<file path="src/rtl/intc_cfg_pkg.sv">
package intc_cfg_pkg;
  localparam int unsigned ADDR_W = 10;

  localparam logic [ADDR_W-1:0] SWI_ADDR  = 10'h180;
  localparam logic [ADDR_W-1:0] FAST_ADDR = 10'h190;
  localparam logic [ADDR_W-1:0] NMI_BASE  = 10'h280;

  typedef enum logic [3:0] {
    RG_NONE,
    RG_PEND,
    RG_EN,
    RG_SWI,
    RG_FAST,
    RG_PRIO,
    RG_NSTAT,
    RG_NEN,
    RG_NCLR,
    RG_NCTL
  } region_e;
endpackage

</file>
<file path="src/rtl/intc_cfg_dec.sv">
module intc_cfg_dec
  import intc_cfg_pkg::*;
#(
  parameter int unsigned N_SRC  = 32,
  parameter int unsigned N_PRIO = 16
) (
  input  logic [ADDR_W-1:0] addr_i,
  input  logic              wide_i,
  output region_e           region_o,
  output logic [7:0]        idx_o,
  output logic              width_ok_o
);
  localparam int unsigned N_EN = N_SRC / 8;

  logic [1:0] page;
  logic [7:0] off;
  assign page = addr_i[9:8];
  assign off  = addr_i[7:0];

  always_comb begin
    region_o = RG_NONE;
    idx_o    = off;
    unique case (page)
      2'd0: if (32'(off) < N_SRC) region_o = RG_PEND;
      2'd1: begin
        if (32'(off) < N_EN)           region_o = RG_EN;
        else if (off == SWI_ADDR[7:0])  region_o = RG_SWI;
        else if (off == FAST_ADDR[7:0]) region_o = RG_FAST;
      end
      2'd2: begin
        if (32'(off) < N_PRIO) region_o = RG_PRIO;
        else if (off[7:2] == NMI_BASE[7:2]) begin
          unique case (off[1:0])
            2'd0: region_o = RG_NSTAT;
            2'd1: region_o = RG_NEN;
            2'd2: region_o = RG_NCLR;
            default: region_o = RG_NCTL;
          endcase
        end
      end
      default: region_o = RG_NONE;
    endcase
  end

  // only the fast word is 16 bits wide
  assign width_ok_o = (region_o == RG_FAST) ? wide_i : !wide_i;
endmodule

</file>
<file path="src/rtl/intc_cfg_store.sv">
module intc_cfg_store
  import intc_cfg_pkg::*;
#(
  parameter int unsigned N_SRC  = 32,
  parameter int unsigned N_PRIO = 16
) (
  input  logic                clk_i,
  input  logic                rst_ni,
  input  logic                wr_i,
  input  region_e             region_i,
  input  logic [7:0]          idx_i,
  input  logic [15:0]         wdata_i,
  output logic [N_SRC-1:0]    en_o,
  output logic [4*N_PRIO-1:0] prio_o,
  output logic                fast_en_o,
  output logic [7:0]          fast_vec_o,
  output logic [15:0]         rdata_o
);
  localparam int unsigned N_EN  = N_SRC / 8;
  localparam int unsigned EN_IW = (N_EN > 1) ? $clog2(N_EN) : 1;
  localparam int unsigned PR_IW = (N_PRIO > 1) ? $clog2(N_PRIO) : 1;

  logic [7:0] en_q   [N_EN];
  logic [3:0] prio_q [N_PRIO];

  for (genvar k = 0; k < N_EN; k++) begin : g_en
    always_ff @(posedge clk_i or negedge rst_ni) begin
      if (!rst_ni) en_q[k] <= '0;
      else if (wr_i && region_i == RG_EN && 32'(idx_i) == k) en_q[k] <= wdata_i[7:0];
    end
    assign en_o[8*k +: 8] = en_q[k];
  end

  for (genvar p = 0; p < N_PRIO; p++) begin : g_prio
    always_ff @(posedge clk_i or negedge rst_ni) begin
      if (!rst_ni) prio_q[p] <= '0;
      else if (wr_i && region_i == RG_PRIO && 32'(idx_i) == p) prio_q[p] <= wdata_i[3:0];
    end
    assign prio_o[4*p +: 4] = prio_q[p];
  end

  always_ff @(posedge clk_i or negedge rst_ni) begin
    if (!rst_ni) begin
      fast_en_o  <= 1'b0;
      fast_vec_o <= '0;
    end else if (wr_i && region_i == RG_FAST) begin
      fast_en_o  <= wdata_i[15];
      fast_vec_o <= wdata_i[7:0];
    end
  end

  always_comb begin
    rdata_o = '0;
    unique case (region_i)
      RG_EN:   rdata_o[7:0] = en_q[idx_i[EN_IW-1:0]];
      RG_PRIO: rdata_o[3:0] = prio_q[idx_i[PR_IW-1:0]];
      RG_FAST: rdata_o      = {fast_en_o, 7'b0, fast_vec_o};
      default: rdata_o      = '0;
    endcase
  end
endmodule

</file>
<file path="src/rtl/intc_cfg_nmi.sv">
module intc_cfg_nmi
  import intc_cfg_pkg::*;
(
  input  logic        clk_i,
  input  logic        rst_ni,
  input  logic        wr_i,
  input  region_e     region_i,
  input  logic [7:0]  wdata_i,
  output logic [2:0]  nmi_en_o,
  output logic        nmi_mode_o,
  output logic [15:0] rdata_o
);
  always_ff @(posedge clk_i or negedge rst_ni) begin
    if (!rst_ni) begin
      nmi_en_o   <= '0;
      nmi_mode_o <= 1'b0;
    end else if (wr_i) begin
      // enables are set-only
      if (region_i == RG_NEN) nmi_en_o <= nmi_en_o | wdata_i[2:0];
      // mode frozen once the NMI itself is enabled
      if (region_i == RG_NCTL && !nmi_en_o[0]) nmi_mode_o <= wdata_i[3];
    end
  end

  always_comb begin
    rdata_o = '0;
    unique case (region_i)
      RG_NEN:  rdata_o[2:0] = nmi_en_o;
      RG_NCTL: rdata_o[3]   = nmi_mode_o;
      default: rdata_o      = '0;
    endcase
  end
endmodule

</file>
<file path="src/rtl/intc_cfg_regs.sv">
module intc_cfg_regs
  import intc_cfg_pkg::*;
#(
  parameter int unsigned N_SRC  = 32,
  parameter int unsigned N_PRIO = 16
) (
  input  logic                clk_i,
  input  logic                rst_ni,
  input  logic                req_i,
  input  logic                we_i,
  input  logic                wide_i,
  input  logic [ADDR_W-1:0]   addr_i,
  input  logic [15:0]         wdata_i,
  output logic [15:0]         rdata_o,
  input  logic [N_SRC-1:0]    pend_i,
  output logic [N_SRC-1:0]    pend_clr_o,
  output logic [N_SRC-1:0]    en_o,
  output logic [4*N_PRIO-1:0] prio_o,
  output logic                fast_en_o,
  output logic [7:0]          fast_vec_o,
  output logic                swi_o,
  output logic [2:0]          nmi_en_o,
  output logic                nmi_mode_o
);
  localparam int unsigned SRC_IW = (N_SRC > 1) ? $clog2(N_SRC) : 1;

  region_e     region;
  logic [7:0]  idx;
  logic        width_ok;
  logic        wr;
  logic [15:0] store_rd;
  logic [15:0] nmi_rd;

  intc_cfg_dec #(.N_SRC(N_SRC), .N_PRIO(N_PRIO)) u_dec (
    .addr_i     (addr_i),
    .wide_i     (wide_i),
    .region_o   (region),
    .idx_o      (idx),
    .width_ok_o (width_ok)
  );

  assign wr = req_i && we_i && width_ok;

  intc_cfg_store #(.N_SRC(N_SRC), .N_PRIO(N_PRIO)) u_store (
    .clk_i      (clk_i),
    .rst_ni     (rst_ni),
    .wr_i       (wr),
    .region_i   (region),
    .idx_i      (idx),
    .wdata_i    (wdata_i),
    .en_o       (en_o),
    .prio_o     (prio_o),
    .fast_en_o  (fast_en_o),
    .fast_vec_o (fast_vec_o),
    .rdata_o    (store_rd)
  );

  intc_cfg_nmi u_nmi (
    .clk_i      (clk_i),
    .rst_ni     (rst_ni),
    .wr_i       (wr),
    .region_i   (region),
    .wdata_i    (wdata_i[7:0]),
    .nmi_en_o   (nmi_en_o),
    .nmi_mode_o (nmi_mode_o),
    .rdata_o    (nmi_rd)
  );

  always_ff @(posedge clk_i or negedge rst_ni) begin
    if (!rst_ni) swi_o <= 1'b0;
    else         swi_o <= wr && region == RG_SWI && wdata_i[0];
  end

  for (genvar n = 0; n < N_SRC; n++) begin : g_clr
    always_ff @(posedge clk_i or negedge rst_ni) begin
      if (!rst_ni) pend_clr_o[n] <= 1'b0;
      else pend_clr_o[n] <= wr && region == RG_PEND && 32'(idx) == n && wdata_i[7:0] == 8'h00;
    end
  end

  always_comb begin
    rdata_o = '0;
    if (req_i && !we_i) begin
      if (!width_ok) rdata_o = '1;
      else begin
        unique case (region)
          RG_PEND:                          rdata_o = {15'b0, pend_i[idx[SRC_IW-1:0]]};
          RG_EN, RG_PRIO, RG_FAST:          rdata_o = store_rd;
          RG_NSTAT, RG_NEN, RG_NCLR, RG_NCTL: rdata_o = nmi_rd;
          RG_SWI:                           rdata_o = '0;
          default:                          rdata_o = '1;
        endcase
      end
    end
  end
endmodule

</file>
<file path="config.mk">
export PLATFORM = sky130hd
export DESIGN_NAME = intc_cfg_regs
export DESIGN_NICKNAME = d
export VERILOG_FILES = /design/src/rtl/intc_cfg_pkg.sv /design/src/rtl/intc_cfg_dec.sv /design/src/rtl/intc_cfg_store.sv /design/src/rtl/intc_cfg_nmi.sv /design/src/rtl/intc_cfg_regs.sv
export SDC_FILE = /design/constraint.sdc
export NUM_CORES = 1
export LEC_CHECK = 0
export BUFFER_PORTS_ARGS = -buffer_cell sky130_fd_sc_hd__buf_2
export CELL_PAD_IN_SITES_DETAIL_PLACEMENT = 0
export CELL_PAD_IN_SITES_GLOBAL_PLACEMENT = 1
export CORE_UTILIZATION = 36
export CTS_CLUSTER_SIZE = 12
export DETAILED_ROUTE_END_ITERATION = 8
export GPL_TIMING_DRIVEN = 0
export HOLD_SLACK_MARGIN = 0.15
export PLACE_DENSITY = 0.73
export SLEW_MARGIN = 20
export SYNTH_ARGS = -nofsm -noshare
export SYNTH_HDL_FRONTEND = slang
export SYNTH_SLANG_ARGS = --single-unit
</file>
<file path="constraint.sdc">
create_clock -name clk_i -period 2.1 [get_ports clk_i]
set_input_delay 0.105 -clock clk_i [delete_from_list [all_inputs] [get_ports clk_i]]
set_output_delay 0.105 -clock clk_i [all_outputs]
set_load 0.05 [all_outputs]
</file>
[Yosys cells after proc, flatten, opt, wreduce, memory -nomap -nowiden]
Index checks and enable logic that the tools add are counted.
Storage, ports and cells
  bits of input ports: 63
  output and inout port bits: 158
  flip-flop bits (word level): 142
Operators by class
  equal/unequal tests: 47
  bitwise operators: 3
  reduce and logical (&&, ||, !) cells: 105
  multiplexer cells: 25
  $lt $le $gt $ge: 6
Operators with widths (count)
  $eq 8x5->1 const B: 16
  $logic_and 1x1->1: 94
  $eq 8x4->1 const B: 8
  $pmux 16 s4: 1
  $pmux 4 s3: 3
  $eq 8x3->1 const B: 4
  $mux 16: 2
  $mux 4: 6
  $mux 8: 3
  $bmux 4 s4: 1
  $bmux 8 s2: 1
  $eq 4x3->1 const B: 4
  $eq 8x2->1 const B: 2
  $eq 8x8->1 const B: 2
  $logic_not 8->1: 2
  $eq 4x2->1 const B: 2
  $eq 4x4->1 const B: 2
  $eq 8x1->1 const B: 1
  $lt 8x3->1 const B: 1
  $lt 8x5->1 const B: 1
  $lt 8x6->1 const B: 1
  $pmux 4 s2: 1
  $eq 6x6->1 const B: 1
  $lt 5x6->1 const B: 1
  16 further kinds: 26

[Longest topological paths before layout]
Gate-level depths: netlist of run 1.
  word-level depth: 11
  depth in mapped cells: 9
  gate-level depth less buffers: 6

[Modules after synthesis]
Synthesis of run 1 repeated with hierarchy kept, for this count alone.
Unflattened totals
  cell total of the unflattened synthesis: 573
  area total of the unflattened synthesis: 7368.3 um^2
Modules (own cells, without submodules)
  intc_cfg_store: area an instance 5043.6 um^2, seq. area each 2627.5 um^2, cells each 334, times used 1
  intc_cfg_regs: area an instance 1814.2 um^2, seq. area each 825.8 um^2, cells each 180, times used 1
  intc_cfg_nmi: area an instance 295.3 um^2, seq. area each 100.1 um^2, cells each 29, times used 1
  intc_cfg_dec: area an instance 215.2 um^2, seq. area each 0.0 um^2, cells each 30, times used 1

[Least setup slack after synthesis of run 1]
OpenSTA, ideal clock, no wires.
  kind: input port to output port
  start: in addr_i[1]
  end: out rdata_o[10]
  path slack: -0.720 ns
  arrival time: 2.715 ns
  stages on the path: 7
  cells stage by stage: or4b_1 > buf_2 > or4_4 > o311a_1 > clkbuf_1 > nor2_1 > buf_4
Between the ends
  word-level cells in the longest chain between the ends: 10
  elaborated cells between the ends (all ways): 31
  those cells by class: 3 x order compare; 13 x eq/ne; 12 x mux; 3 x reduce/logical
RTL lines
  start: declaration: line intc_cfg_regs.sv:12  | input logic [ADDR_W-1:0] addr_i,
  branches (longest 4 deep; another with $lt 8x5->1)
  $pmux 4 s3 *: line intc_cfg_dec.sv:23  | unique case (page)
  $eq 4x3->1, or another cell as far along: line intc_cfg_regs.sv:86  | unique case (region)
  $reduce_or 4->1 or $reduce_or 3->1 (tied branches): line intc_cfg_regs.sv:86
  $pmux 16 s4: line intc_cfg_regs.sv:86
  $mux 16 *: line intc_cfg_regs.sv:84  | if (!width_ok) rdata_o = '1;
  $mux 16 *: line intc_cfg_regs.sv:83  | if (req_i && !we_i) begin
  end: declaration: line intc_cfg_regs.sv:14  | output logic [15:0] rdata_o,
Mark *: on every way between the ends.

[Worst setup path in the final report of run 1]
  start: reg u_store.prio_q (netlist bit u_store.prio_o[28])
  end: out rdata_o[0]
Between the ends
  word-level cells in the longest chain between the ends: 7
RTL lines
  start: declaration: line intc_cfg_store.sv:24  | logic [3:0] prio_q [N_PRIO];
  start signal: indexed assignment: line intc_cfg_store.sv:37  | else if (wr_i && region_i == RG_PRIO && 32'(idx_i) == p) prio_q[p] <= wdata_i[3:0];
  $bmux 4 s4: line intc_cfg_store.sv:56  | RG_PRIO: rdata_o[3:0] = prio_q[idx_i[PR_IW-1:0]];
  $mux 4 (not written as such) (2 in a row): line intc_cfg_store.sv:56
  $pmux 4 s3: line intc_cfg_store.sv:54  | unique case (region_i)
  $pmux 16 s4: line intc_cfg_regs.sv:86
  $mux 16: line intc_cfg_regs.sv:84
  $mux 16: line intc_cfg_regs.sv:83
Every way passes these cells. The select of a mux whose other input is x is not followed.

==> flow_summary.ini, run 1 <==
[status]
status = finished, violations left
violations = setup timing

[global_route]
first_global_vias = 5719
grt.total_usage_pct = 23.7
grt_max_degree = 85
grt_first_pass_wirelength_um = 34300
antenna_found_initial = 1
overflow = 0

[power_and_ir_drop]
leakage_nw = 5.07
ir_drop_v = 0.000570
power_density_nw_per_um2 = 663

[floorplanning]
dieArea_um2 = 19700
die_h_um = 140
std_cell_rows = 50
core_um2 = 18700
start_util_pct = 36.8
die_w_um = 140
ios = 221

[logic_synthesis]
yosys.area_share.simple_pct = 11.1
yosys.area_share.adder_pct = 0
synth_mux_area_share_pct = 29.9
yosys_warnings = 0
yosys_most_used_dff = dfrtp_1
syn_inst = 512
synth_edf_count = 0
synth.top_cell.area_share_pct = 51.7
syn-num-nets = 575
synth_top_area_cell = dfrtp_1
yosysSeqAreaShare_pct = 51.7
synth_compound_area_share_pct = 4.75
async_flop_share_pct = 100
ys_types = 52
synth.area.top_cells = dfrtp_1, mux2_2, mux4_2, mux2_4, nor2_1
synth_xor_area_share_pct = 0
ys_seq_elements = 142
synth_top_family_by_area = multiplexers
syn_area_per_cell_um2 = 13.4
synth_area_um2 = 6880

[critical_path]
cp.required_ps = 2000
critPathMaxFanout = 2
cp_data_arrival_time_ps = 2350
crit_type = flop to output pin
setup.worst_path.start_class = flop
cp-end-kind = output pin

[finish]
fin_nets = 856
drive_gt1_share_pct = 60.7
utilization_pct = 52.0
antennaDiodeCount = 0
layout_commonest_cell = buf_2
area_growth_pct = 41.4
layout_common_cells = buf_2, dfrtp_1, mux2_2

[clock_tree]
root_buffer = clkbuf_16
cts_tree = yes
path_clk_slew_ps = 60
clkLatencyLatePin_ps = 420
cts_buffers = 17
cts.path.max_buffers = 2
clock_sinks = 142
htreeDepth = 4

[timing]
fin_ws_ps = -358
relSlewSlack_pct = 36.0
drv_slew = 0
tightestPinTransition_ps = 960
fmax_ghz = 0.407
post-route-period-util_pct = 117
hold_viol_final = 0
period_needed_ps = 2460
rsz0062_at_grt = yes
finalSetupViolCount = 16
fin_skew_ps = 0.00319

[detailed_routing]
drc_errors = 0
ant_nets = 0
vias_per_cell = 5.40
drt_iter0_markers = 313
vias = 5617
routed_wl_um = 22900
wire_per_inst_um = 22.0
first_pass_iters = 5

[run]
cap_violations = 0

[placed_design]
io_buffers = 211
pre_cts_slack_ps = -1180
post-dp-hpwl_um = 16600
gp_congestion = 0.918

[min_path]
hold_class = input pin to flop
## metal layers
layer,vias to the layer above,share of wire [%],GRT usage (%)
li1,2463,-,-
met1,2905,42,30.5
met2,220,50,40.1
met3,29,6.5,5.88
met4,0,1.6,6.07
met5,-,0,0
## kinds of logic (layout without fill, tap and decap cells)
kind of cell / after synthesis / in the layout
buf+inv: 38 / 332
simple gates: 139 / 139
compound gates: 44 / 44
mux: 149 / 149
flops: 142 / 142
## state kept, by name, summed over array words and instances, names as in the netlist
register / cells
pend_clr_o: 32
swi_o: 1
u_nmi.nmi_en_o: 3
u_nmi.nmi_mode_o: 1
u_store.en_o: 32
u_store.fast_en_o: 1
u_store.fast_vec_o: 8
u_store.prio_o: 64
## layout make-up
cell class | count | area (um2)
fillers | 1613 | 8980
flip-flops and latches | 142 | 3550
multi-input cells | 332 | 3350
repair buffers | 268 | 1720
clock buffers | 21 | 480
well taps | 234 | 293
plain buffers | 31 | 190
clock inverters | 11 | 130
inverters | 1 | 3.75
## path summary, 6_finish.rpt
path / to / slack, ps / startpoint / cells after the start
worst max-delay path: rdata_o[0] / -360 / u_store.prio_o[28] / 6
worst min-delay path: swi_o / 170 / addr_i[9] / 4
worst max register to register: u_nmi.nmi_mode_o / 890 / u_nmi.nmi_en_o[0] / 2
worst min register to register: u_nmi.nmi_en_o[1] / 480 / u_nmi.nmi_en_o[1] / 1
max in group asynchronous: u_store.prio_o[56] / 1090 / rst_ni / 3
min in group asynchronous: u_store.en_o[13] / 210 / rst_ni / 2
## timing repair
item | in CTS | in global routing
hold buffers | 11 | 0
gates resized for setup | 77 | 14
endpoints found under the hold margin | 174 | 0
buffers inserted | 27 | 19
setup endpoints to repair | 86 | 26
pin swaps | 9 | 4
gates cloned | 0 | 0
## where the power goes
| part | switching (mW) | internal [mW] |
|---|---|---|
| logic | 0.390 | 0.234 |
| clock network | 1.19 | 1.88 |
| registers | 0.00412 | 2.74 |
## cells in the mapped netlist, types with 7 or more instances
cell type,n
mux2_4,12
mux2i_1,11
nand2_1,29
nor2_1,31
mux4_2,31
a22oi_1,12
mux2_2,95
dfrtp_1,142
a21oi_1,10
clkbuf_1,20
nand2b_1,7
nor3_1,22
nor2b_1,7
## through the flow
stage / area (um2) / total power, mW / hold WS [ps] / setup TNS, ps / std cells
floorplan: 7000 / 3.10 / -191 / -1820 / 512
global placement: 8350 / 3.32 / 338 / -200850 / 957
detailed placement: 8400 / 3.33 / 73.8 / -71710 / 958
CTS: 9580 / 6.47 / 166 / -2530 / 1026
global route: 9730 / 6.67 / 216 / -2690 / 1040
finish: 9730 / 6.45 / 174 / -1860 / 1040
## critical path, cell delays in order, from the launching register on
cell	delay, ps
dfrtp_1	410
mux4_2	480
mux2_4	280
o211ai_1	210
and4_4	290
a21oi_4	60
buf_6	200
(Power assumes the default switching activity.)
==> run 2, diff against run 1 <==
--- a/config.mk
+++ b/config.mk
@@ -14,6 +14,7 @@
 export GPL_TIMING_DRIVEN = 0
 export HOLD_SLACK_MARGIN = 0.15
 export PLACE_DENSITY = 0.73
+export RECOVER_POWER = 100
 export SLEW_MARGIN = 20
 export SYNTH_ARGS = -nofsm -noshare
 export SYNTH_HDL_FRONTEND = slang
==> run 2 against run 1 <==
The flow finishes with violations (capacitance limit, slew limit, setup timing). Non-clock buffer count unchanged. Sequential power about the same. Critical path depth unchanged. Combinational power down 1%. Critical path type unchanged. Largest cell class unchanged.
==> flow_summary.ini, run 2 (synthesis results as in run 1) <==
[power_and_ir_drop]
total_power_mw = 6.45
leakage_nw = 4.43
power_density_nw_per_um2 = 678
ir_drop_v = 0.000569

[finish]
fin_area_um2 = 9500
antennaDiodeCount = 0
area_growth_pct = 38.2
fin_nets = 856
drive_gt1_share_pct = 42.4
layout_common_cells = clkbuf_1, dfrtp_1, mux2_2
layout_commonest_cell = clkbuf_1
largest_reg_flops = 64

[detailed_routing]
drt_iter0_markers = 275
routed_wl_um = 22900
wire_per_inst_um = 22.0
first_pass_iters = 5
drc_errors = 0
ant_nets = 0
vias = 5594
vias_per_cell = 5.38

[critical_path]
r2r_start = u_nmi.nmi_en_o[0]
cp_data_arrival_time_ps = 2350
critPathTopFamily = multiplexers
cp_slowest_cell = mux4_2
setup.worst_path.start_class = flop
cpPeakStageDelay_ps = 480
r2r-end = u_nmi.nmi_mode_o
crit_chain = mux4_2 > mux2_4 > o211ai_1 > and4_4 > a21oi_4 > buf_6
cp-end-kind = output pin
r2r_cells = 2
cp.required_ps = 2000
crit_type = flop to output pin
reg2reg_slack_ps = 870
critPathMaxFanout = 2
crit_buf_inv = 1

[placed_design]
post-dp-hpwl_um = 16600
gp_congestion = 0.918
io_buffers = 211
placed_area_um2 = 8400

[clock_tree]
path_clk_slew_ps = 60
root_buffer = clkbuf_16
cts_buffers = 17
cts_tree = yes
clkLatencyLatePin_ps = 420
htreeDepth = 4
clock_sinks = 142
cts.path.max_buffers = 2

[timing]
tightestPinTransition_ps = 1540
fin_skew_ps = 0.00205
relSlewSlack_pct = -2.51
rsz0062_at_grt = yes
hold_viol_final = 0
final.setup.tns_ps = -20500
finalSetupViolCount = 121
post-route-period-util_pct = 117
fmax_ghz = 0.408
drv_slew = 59
period_needed_ps = 2450
fin_ws_ps = -351

[status]
status = finished, violations left
violations = capacitance limit, slew limit, setup timing

[floorplanning]
dieArea_um2 = 19700
die_w_um = 140
core_um2 = 18700
std_cell_rows = 50
start_util_pct = 36.8
ios = 221
die_h_um = 140

[global_route]
antenna_found_initial = 0
grt_max_degree = 85
grt.total_usage_pct = 23.7
grt_first_pass_wirelength_um = 34300
overflow = 0
first_global_vias = 5719

[min_path]
min_to = swi_o
min_from = addr_i[9]
hold_depth = 4
hold_class = input pin to flop

[run]
cap_violations = 1
==> run 2: cell type report <==
cell class / count / area [um2]
Buffer: 31 / 184
Multi-Input combinational cell: 332 / 3330
Timing Repair Buffer: 268 / 1530
Clock buffer: 21 / 480
Sequential cell: 142 / 3550
Inverter: 1 / 3.75
Clock inverter: 11 / 130
Fill cell: 1694 / 9200
Tap cell: 234 / 293
==> run 2: worst reg2reg max path, cell delays in order (launching register included) <==
cell     delay, ps
dfrtp_1        410
nor4_1         330
mux2_2         380
==> run 2: timing repair <==
item                                   4_1_cts  5_1_grt
setup endpoints to repair                   86       26
buffers inserted                            27       19
endpoints found under the hold margin      174        0
pin swaps                                    9        4
hold buffers                                11        0
gates resized for setup                     77       14
==> run 2: how the worst max path moves through the flow <==
stage,startpoint,end,slack [ps],cells after the start
after floorplan,addr_i[1],rdata_o[10],-150,7
after global placement,addr_i[1],rdata_o[2],-1120,8
after detailed placement,addr_i[1],rdata_o[2],-1180,8
after CTS,u_store.prio_o[28],rdata_o[0],-370,6
after global routing,u_store.prio_o[8],rdata_o[0],-420,6
final,u_store.prio_o[28],rdata_o[0],-350,6
==> run 2: through the flow <==
stage          utilization [%]  instances  setup slack, ps  hold slack [ps]
2_1_floorplan                -        512             -150             -191
3_3_place_gp              44.6        957            -1120              338
3_5_place_dp              44.9        958            -1180             73.8
4_1_cts                   51.2       1026             -368              166
5_1_grt                   50.8       1040             -422              216
6_report                  50.8       1040             -351              182
==> run 2: metal layers <==
metal / wire (um) / global-route usage (%)
met1: 9700 / 30.5
met2: 11400 / 40.1
met3: 1420 / 5.88
met4: 354 / 6.07
met5: 0 / 0
==> run 2: report_power, final <==
| group | total, mW | leakage, nW | internal, mW | switching (mW) |
|---|---|---|---|---|
| clock network | 3.08 | 0.289 | 1.88 | 1.20 |
| logic | 0.616 | 2.15 | 0.228 | 0.388 |
| registers | 2.75 | 1.98 | 2.74 | 0.00419 |
| total | 6.45 | 4.43 | 4.85 | 1.59 |
==> run 3, diff against run 2 <==
--- a/config.mk
+++ b/config.mk
@@ -8,14 +8,16 @@
 export BUFFER_PORTS_ARGS = -buffer_cell sky130_fd_sc_hd__buf_2
 export CELL_PAD_IN_SITES_DETAIL_PLACEMENT = 0
 export CELL_PAD_IN_SITES_GLOBAL_PLACEMENT = 1
-export CORE_UTILIZATION = 36
+export CORE_MARGIN = 2
+export CORE_UTILIZATION = 40
 export CTS_CLUSTER_SIZE = 12
 export DETAILED_ROUTE_END_ITERATION = 8
 export GPL_TIMING_DRIVEN = 0
 export HOLD_SLACK_MARGIN = 0.15
-export PLACE_DENSITY = 0.73
+export PLACE_DENSITY = 0.77
 export RECOVER_POWER = 100
 export SLEW_MARGIN = 20
 export SYNTH_ARGS = -nofsm -noshare
 export SYNTH_HDL_FRONTEND = slang
 export SYNTH_SLANG_ARGS = --single-unit
+export TNS_END_PERCENT = 5
==> constraint.sdc (replaced) <==
create_clock -name clk_i -period 2.5 [get_ports clk_i]
set_input_delay 0.125 -clock clk_i [delete_from_list [all_inputs] [get_ports clk_i]]
set_output_delay 0.125 -clock clk_i [all_outputs]
set_load 0.05 [all_outputs]
==> run 3 against run 2 <==
The run ends with capacitance limit, slew limit left. Clock power down 7.8%. Hold slack lost 18 ps. Critical path depth shrank 1. Cell count down 5.1%. Utilization is 2.4 points higher. Critical path type unchanged. Largest cell class unchanged.
==> flow_summary.ini, run 3 (synthesis results as in run 1) <==
[timing]
fin_ws_ps = 13.1
fin_skew_ps = 0.887
post-route-period-util_pct = 99.5
hold_viol_final = 0
drv_slew = 64
tightestPinTransition_ps = 1540
relSlewSlack_pct = -2.77
period_needed_ps = 2490
fmax_ghz = 0.402
whs_ps = 165
finalSetupViolCount = 0
rsz0062_at_grt = yes

[critical_path]
cp_slowest_cell = mux4_2
crit_type = flop to output pin
r2r_cells = 2
cp_data_arrival_time_ps = 2360
cpPeakStageDelay_ps = 520
cp-end-kind = output pin
cp.required_ps = 2380
critPathMaxFanout = 3
critPathMostFrequentCell = mux4_2
setup.worst_path.start_class = flop
crit_chain = mux4_2 > mux4_2 > nand2_1 > a41oi_2 > buf_4

[min_path]
hold_class = input pin to flop
hold_depth = 4

[finish]
area_growth_pct = 29.1
layout_commonest_cell = clkbuf_1
antennaDiodeCount = 0
drive_gt1_share_pct = 35.7
largest_reg_flops = 64
fin_nets = 817
layout_common_cells = clkbuf_1, dfrtp_1, mux2_2

[floorplanning]
die_w_um = 135
start_util_pct = 41.2
std_cell_rows = 47
ios = 221
core_um2 = 16700
dieArea_um2 = 18300
die_h_um = 135

[placed_design]
io_buffers = 211
gp_congestion = 0.936
pre_cts_slack_ps = -663
post-dp-hpwl_um = 16200

[power_and_ir_drop]
power_density_nw_per_um2 = 630
ir_drop_v = 0.000477
leakage_nw = 4.11

[status]
violations = capacitance limit, slew limit
status = finished, violations left

[global_route]
antenna_found_initial = 0
grt.total_usage_pct = 24.5
first_global_vias = 5621
grt_max_degree = 81
grt_first_pass_wirelength_um = 33000
overflow = 0

[detailed_routing]
wire_per_inst_um = 22.1
ant_nets = 0
routed_wl_um = 21800
vias = 5413
first_pass_iters = 4
drc_errors = 0
drt_iter0_markers = 315
vias_per_cell = 5.48

[clock_tree]
path_clk_slew_ps = 60
clkLatencyLatePin_ps = 430
cts_tree = yes
cts.path.max_buffers = 2
clock_sinks = 142
root_buffer = clkbuf_16
cts_buffers = 17
htreeDepth = 4

[run]
cap_violations = 1
-- run 3: report_power, final --
part	switching [mW]	internal, mW
logic	0.307	0.147
registers	0.00407	2.30
clock network	1.03	1.81
-- run 3: path summary, 6_finish.rpt --
check,endpoint,slack (ps),start
worst min-delay path,swi_o,160,wide_i
max in group asynchronous,u_store.en_o[27],480,rst_ni
min in group asynchronous,pend_clr_o[6],620,rst_ni
worst min register to register,u_nmi.nmi_en_o[2],500,u_nmi.nmi_en_o[2]
worst max register to register,u_nmi.nmi_mode_o,1230,u_nmi.nmi_en_o[0]
worst max-delay path,rdata_o[1],10,u_store.prio_o[61]
-- run 3: what timing repair did --
action	in CTS	in global routing
hold buffers	11	0
hold endpoints to repair	174	0
pin swaps	0	1
buffers inserted	0	1
setup endpoints to repair	20	10
resized for setup	23	12
-- run 3: area by class of cell --
type / count / area, um2
Tap cell: 220 / 275
Buffer: 36 / 189
Multi-Input combinational cell: 332 / 3180
Timing Repair Buffer: 224 / 1020
Fill cell: 1563 / 7820
Clock inverter: 12 / 208
Clock buffer: 20 / 447
Sequential cell: 142 / 3550
Inverter: 1 / 3.75
-- run 3: worst max-delay path: cells and delay by family (launching register included) --
kind | cells | cell delay, ps
mux | 2 | 1030
flops | 1 | 420
buf+inv | 1 | 230
compound gates | 1 | 130
simple gates | 1 | 120
-- run 3: routing by layer --
| metal | up-vias | routed length, um | GRT usage (%) |
|---|---|---|---|
| li1 | 2386 | - | - |
| met1 | 2751 | 9050 | 32.2 |
| met2 | 228 | 10600 | 39.1 |
| met3 | 48 | 1480 | 6.29 |
| met4 | 0 | 617 | 9.84 |
| met5 | - | 0 | 0 |
-- run 3: stage by stage --
step	power (mW)	area (um2)	util, %	instances	TNS [ps]
after floorplan	2.59	6890	-	512	-381
after global placement	2.77	8220	49.2	943	-98690
after detailed placement	2.78	8270	49.5	944	-17700
after CTS	5.62	9100	54.5	986	-0.690
after global routing	5.78	8880	53.2	987	-83.8
final	5.60	8880	53.2	987	0
